===== src/rtl/dual_alu_steer.sv =====
module dual_alu_steer #(
  parameter int RW = 5
) (
  input  logic          clk,
  input  logic          rst_n,
  input  logic [1:0]    id_cls,
  input  logic [RW-1:0] id_rs1,
  input  logic [RW-1:0] id_rs2,
  input  logic [1:0]    ex1_cls,
  input  logic [RW-1:0] ex1_rd,
  input  logic [RW-1:0] ex1_rs1,
  input  logic [RW-1:0] ex1_rs2,
  input  logic [1:0]    ex2_cls,
  input  logic [RW-1:0] ex2_rd,
  input  logic [RW-1:0] ex2_rs1,
  input  logic [RW-1:0] ex2_rs2,
  input  logic [1:0]    wb_cls,
  input  logic [RW-1:0] wb_rd,
  output logic          id_use_alu2,
  output logic          ex1_use_alu2,
  output logic          ex2_use_alu2,
  output logic          stall,
  output logic          bubble,
  output logic [1:0]    ex1_sel_a,
  output logic [1:0]    ex1_sel_b,
  output logic          ex2_sel_a,
  output logic          ex2_sel_b
);

  localparam logic [1:0] C_ALU   = 2'd1;
  localparam logic [1:0] C_LOAD  = 2'd2;
  localparam logic [1:0] C_STORE = 2'd3;

  localparam logic [1:0] S_REG = 2'd0;
  localparam logic [1:0] S_EX2 = 2'd1;
  localparam logic [1:0] S_WB  = 2'd2;

  function automatic logic hit(input logic [RW-1:0] src, input logic [RW-1:0] dst,
                               input logic [1:0] cls);
    return (src != '0) && (src == dst) && (cls == C_ALU || cls == C_LOAD);
  endfunction

  logic ex1_alu2_q, ex2_alu2_q;
  logic ex1_late, ex2_late, id_is_mem;

  assign ex1_late  = (ex1_cls == C_LOAD) || (ex1_cls == C_ALU && ex1_alu2_q);
  assign ex2_late  = (ex2_cls == C_LOAD) || (ex2_cls == C_ALU && ex2_alu2_q);
  assign id_is_mem = (id_cls == C_LOAD) || (id_cls == C_STORE);

  assign id_use_alu2 = (id_cls == C_ALU) && ex1_late &&
                       (hit(id_rs1, ex1_rd, ex1_cls) || hit(id_rs2, ex1_rd, ex1_cls));

  assign stall  = id_is_mem && ex1_late && hit(id_rs1, ex1_rd, ex1_cls);
  assign bubble = stall;

  assign ex1_sel_a = hit(ex1_rs1, ex2_rd, ex2_cls) ? S_EX2 :
                     hit(ex1_rs1, wb_rd, wb_cls)   ? S_WB  : S_REG;
  assign ex1_sel_b = hit(ex1_rs2, ex2_rd, ex2_cls) ? S_EX2 :
                     hit(ex1_rs2, wb_rd, wb_cls)   ? S_WB  : S_REG;

  assign ex2_sel_a = hit(ex2_rs1, wb_rd, wb_cls);
  assign ex2_sel_b = hit(ex2_rs2, wb_rd, wb_cls);

  always_ff @(posedge clk or negedge rst_n) begin
    if (!rst_n) begin
      ex1_alu2_q <= 1'b0;
      ex2_alu2_q <= 1'b0;
    end else begin
      ex1_alu2_q <= stall ? 1'b0 : id_use_alu2;
      ex2_alu2_q <= ex1_alu2_q;
    end
  end

  assign ex1_use_alu2 = ex1_alu2_q;
  assign ex2_use_alu2 = ex2_alu2_q;

  AST_MEM_NEVER_ALU2: assert property (@(posedge clk) disable iff (!rst_n)
    id_is_mem |-> !id_use_alu2);

  AST_ALU_NEVER_STALLS: assert property (@(posedge clk) disable iff (!rst_n)
    (id_cls == C_ALU) |-> !stall);

  AST_STALL_ONE_CYCLE: assert property (@(posedge clk) disable iff (!rst_n)
    stall |=> !stall);

  AST_BUBBLE_CLEARS_FLAG: assert property (@(posedge clk) disable iff (!rst_n)
    stall |=> !ex1_use_alu2);

  AST_FLAG_FOLLOWS: assert property (@(posedge clk) disable iff (!rst_n)
    ex1_use_alu2 |=> ex2_use_alu2);

  AST_EX1_A_READY: assert property (@(posedge clk) disable iff (!rst_n)
    (((ex1_cls == C_ALU) && !ex1_use_alu2) || ex1_cls == C_LOAD || ex1_cls == C_STORE)
      && (ex1_sel_a == S_EX2) |-> !ex2_late);

  AST_EX1_B_READY: assert property (@(posedge clk) disable iff (!rst_n)
    ((ex1_cls == C_ALU) && !ex1_use_alu2) && (ex1_sel_b == S_EX2) |-> !ex2_late);

endmodule


===== config.mk =====
export PLATFORM = sky130hd
export DESIGN_NAME = dual_alu_steer
export DESIGN_NICKNAME = d
export VERILOG_FILES = /design/src/rtl/dual_alu_steer.sv
export SDC_FILE = /design/constraint.sdc
export NUM_CORES = 1
export LEC_CHECK = 0
export BUFFER_PORTS_ARGS = -buffer_cell sky130_fd_sc_hd__buf_2
export CAP_MARGIN = 10
export CELL_PAD_IN_SITES_DETAIL_PLACEMENT = 2
export CELL_PAD_IN_SITES_GLOBAL_PLACEMENT = 2
export CORE_ASPECT_RATIO = 2
export CORE_UTILIZATION = 18
export DETAILED_ROUTE_END_ITERATION = 10
export HOLD_SLACK_MARGIN = 0.02
export PLACE_DENSITY_LB_ADDON = 0.08
export SYNTH_ARGS = -nofsm -noshare
export SYNTH_HDL_FRONTEND = slang
export SYNTH_SLANG_ARGS = --single-unit

===== constraint.sdc =====
create_clock -name clk -period 2.53 [get_ports clk]
set_input_delay 0.253 -clock clk [delete_from_list [all_inputs] [get_ports clk]]
set_output_delay 0.253 -clock clk [all_outputs]
set_load 0.02 [all_outputs]

# Yosys cells after proc, flatten, opt, wreduce, memory -nomap -nowiden
# Index checks and enable logic that the tools add are counted.
# totals
reg_bits,2
input_bits,55
output_inout_bits,11
# op_classes
eq_ne,17
n_mux,5
reduce_logical,33
# ops
op,n
$eq A5 B5 Y1,8
$reduce_bool A5 Y1,6
$logic_and A1 B1 Y1,21
$eq A2 B2 Y1 const B,5
$eq A2 B1 Y1 const B,4
$mux W2,4
$logic_or A1 B1 Y1,6
$mux W1,1

# Depth between registers and ports, before layout
# logic_depth
ltp_word,6
ltp_mapped,5
ltp_nobuf,4

# Least setup slack after synthesis
# Ideal clock, no wire load.
# synth_path
path_kind,in2out
from,in ex1_cls[0]
to,out stall
t_arrival_ns,1.867
setup_slack_ns,0.410
stages,5
cell_sequence,inv_1 -> ha_1 -> a2111o_1 -> nor3b_1 -> buf_4
# synth_via
elab_chain_len,5
# synth_rtl
element,line,rtl
"start, declared",9,"input logic [1:0] ex1_cls,"
$eq A2 B1 Y1,"40, 46",
$logic_and A1 B1 Y1,46,assign ex1_late = (ex1_cls == C_LOAD) || (ex1_cls == C_ALU && ex1_alu2_q);
$logic_or A1 B1 Y1,46,
$logic_and A1 B1 Y1,53,"assign stall = id_is_mem && ex1_late && hit(id_rs1, ex1_rd, ex1_cls);"
$logic_and A1 B1 Y1 (*),53,
"end, declared",22,"output logic stall,"
# Every way passes the cells marked *; elsewhere a longest branch is shown, timed or not.

# Worst setup path in the final report
# layout_path
from,in ex1_cls[0]
to,out id_use_alu2
# layout_via
elab_chain_len,5
# layout_rtl
element,line,rtl
$eq A2 B1 Y1 or $eq A2 B2 Y1 (tied branches),"40, 46",
$logic_and A1 B1 Y1 or $logic_or A1 B1 Y1 (tied branches),"46, 40",
$logic_or A1 B1 Y1 or $logic_and A1 B1 Y1 (tied branches),"46, 40",
$logic_and A1 B1 Y1 or $logic_or A1 B1 Y1 (tied branches),"50, 51",
$logic_and A1 B1 Y1 (*),50,assign id_use_alu2 = (id_cls == C_ALU) && ex1_late &&
"end, declared",19,"output logic id_use_alu2,"
# Marks and branches as above.

==> results.sh <==
export IMPL_p_leak_nw=0.494
export IMPL_wl_um=2720
export IMPL_synthesis_nets=146
export IMPL_worstSetupPathType="input port to output pin"
export IMPL_fmaxAchievable_ghz=0.516
export IMPL_antenna_diode_count=0
export IMPL_grt_setup_unrepaired="false"
export IMPL_firstDrtPassIters=1
export IMPL_powerDensity_nw_per_um2=282
export IMPL_hold_class="input port to flop"
export IMPL_dp_hpwl_um=2540
export IMPL_tns_ps=0
export IMPL_die_y_um=89.8
export IMPL_crit_arrival_ps=1690
export IMPL_antenna_found_initial=0
export IMPL_synth_seq_area_share_pct=7.22
export IMPL_place_gp_congestion=0.668
export IMPL_syn2layout_area_growth_pct=59.4
export IMPL_cts_buffers=3
export IMPL_ios=66
export IMPL_port_buffers=65
export IMPL_cap_violations=0
export IMPL_drtIter0Drc=0
export IMPL_cts_tree="yes"
export IMPL_worst_pin_slew_ps=400
export IMPL_grt_total_usage_pct=14.0
export IMPL_crit_start="ex1_cls[0]"
export IMPL_mostFrequentLayoutCells="buf_2, xnor2_1, xor2_1, nor4_1"
export IMPL_cts_buffer_depth=2
export IMPL_fin_crit_ps=1940
export IMPL_r2r_start="ex1_use_alu2"
export IMPL_grt_pass1_wl_um=4400
export IMPL_dieWidth_um=45.9
export IMPL_viasPerCell=4.55
export IMPL_cp_start_kind="input port"
export IMPL_fin_ws_ps=591
export IMPL_layout_commonest_cell="buf_2"
export IMPL_required_ps=2280
export IMPL_finalMaxSlewViolations=0
export IMPL_setup_viol=0
export IMPL_ys_types=20
export IMPL_ys_warn_count=0
export IMPL_grt_max_degree=7
export IMPL_relSlewSlack_pct=73.0
export IMPL_clk_pin_slew_worst_paths_ps=30
export IMPL_core_um2=3650
export IMPL_syn_instance_count=89
export IMPL_nets=211
export IMPL_ant_nets=0
export IMPL_htreeDepth=1
export IMPL_vias=915
export IMPL_endpoint_kind="output pin"
export IMPL_critPathMaxFanout=2
export IMPL_post_route_period_util_pct=76.6
export IMPL_rows=31
export IMPL_synth_seq_cells=2
export IMPL_wire_per_inst_um=13.5
export IMPL_cts_root_buffer="clkbuf_8"
export IMPL_initial_core_util_pct=19.0
export IMPL_grt_overflow_total=0
export IMPL_outcome="complete, no violations"
export IMPL_drc_errors=0
export IMPL_synth_area_um2=693
export IMPL_vdd_drop_max_mv=0.165
export IMPL_skew_ps=1.90
export IMPL_post_synth_cell_area_avg_um2=7.79
export IMPL_die_area_um2=4120
export IMPL_holdCritStartpoint="id_cls[1]"
export IMPL_clkLatencyLatePin_ps=210
export IMPL_drive_above_1_share_pct=46.7
export IMPL_place_ws_ps=570
export IMPL_cts_sinks=2
export IMPL_hold_viol=0
export IMPL_grt_pass1_vias=1060
==> final timing paths <==
check | endpoint | slack (ps) | cells after the start
worst max-delay path | id_use_alu2 | 590 | 6
worst min-delay path | ex1_use_alu2 | 260 | 2
worst max register to register | ex1_use_alu2 | 1630 | 2
worst min register to register | ex2_use_alu2 | 400 | 0
max in group asynchronous | ex1_use_alu2 | 2050 | 2
min in group asynchronous | ex2_use_alu2 | 380 | 2
==> state kept, by name, summed over array words and instances (netlist names) <==
register,flops
ex1_use_alu2,1
ex2_use_alu2,1
==> metrics by stage <==
step	cell area (µm²)	instances	hold WS (ps)	power, mW	util, %
after floorplan	693	89	-42.6	0.114	-
after global placement	1050	197	36.8	0.190	28.9
after detailed placement	1050	197	39.7	0.192	28.9
after CTS	1100	201	260	0.320	30.3
after global routing	1100	201	264	0.337	30.3
final	1100	201	265	0.312	30.3
==> Yosys cell counts <==
library cell,n,area (µm²)
xor2_1,7,61.3
clkbuf_1,5,18.8
a2111o_1,2,22.5
nor2_1,3,11.3
inv_1,3,11.3
nor2_2,1,6.26
ha_1,2,25.0
nor3_1,2,10.0
nand4_1,4,25.0
nor4_1,7,43.8
dfrtp_1,2,50.1
o41ai_1,2,17.5
nand2_1,4,15.0
buf_4,1,7.51
or4_1,2,15.0
nand3_1,4,20.0
nor3b_1,1,7.51
a2111oi_2,2,30.0
a21oi_1,3,15.0
xnor2_1,32,280
==> cells by family after synthesis <==
family	after synthesis	synth area share [%]
flops	2	7.22
fa+ha+maj	2	3.61
buf+inv	9	5.42
xor+xnor	39	49.3
compound gates	9	12.3
simple gates	28	22.2
==> timing repair <==
action,4_1_cts,5_1_grt
hold endpoints to repair,2,0
buffers inserted,0,0
resized for setup,0,0
hold buffers,1,0
==> layout make-up <==
| cell class | count | area (µm²) |
|---|---|---|
| inverters | 3 | 11.3 |
| well taps | 49 | 61.3 |
| repair buffers | 66 | 335 |
| multi-input cells | 78 | 606 |
| fillers | 490 | 2540 |
| clock buffers | 3 | 41.3 |
| flip-flops and latches | 2 | 50.0 |
==> critical path, cell delays in order <==
cell       delay, ps
buf_2             90
inv_1             40
ha_1             300
a2111o_1         440
a2111oi_2        350
buf_2            220
==> routing by layer <==
metal / part of all wire, % / global-route usage, %
met5: 0 / 0
met4: 0 / 2.94
met3: 6.3 / 1.61
met2: 67 / 30.6
met1: 26 / 10.9
==> report_power, final <==
part,switching [mW],internal [mW]
registers,0.0000373,0.0324
logic,0.0770,0.0799
clock network,0.0222,0.100
No activity file was read; power rests on OpenSTA's default activity.
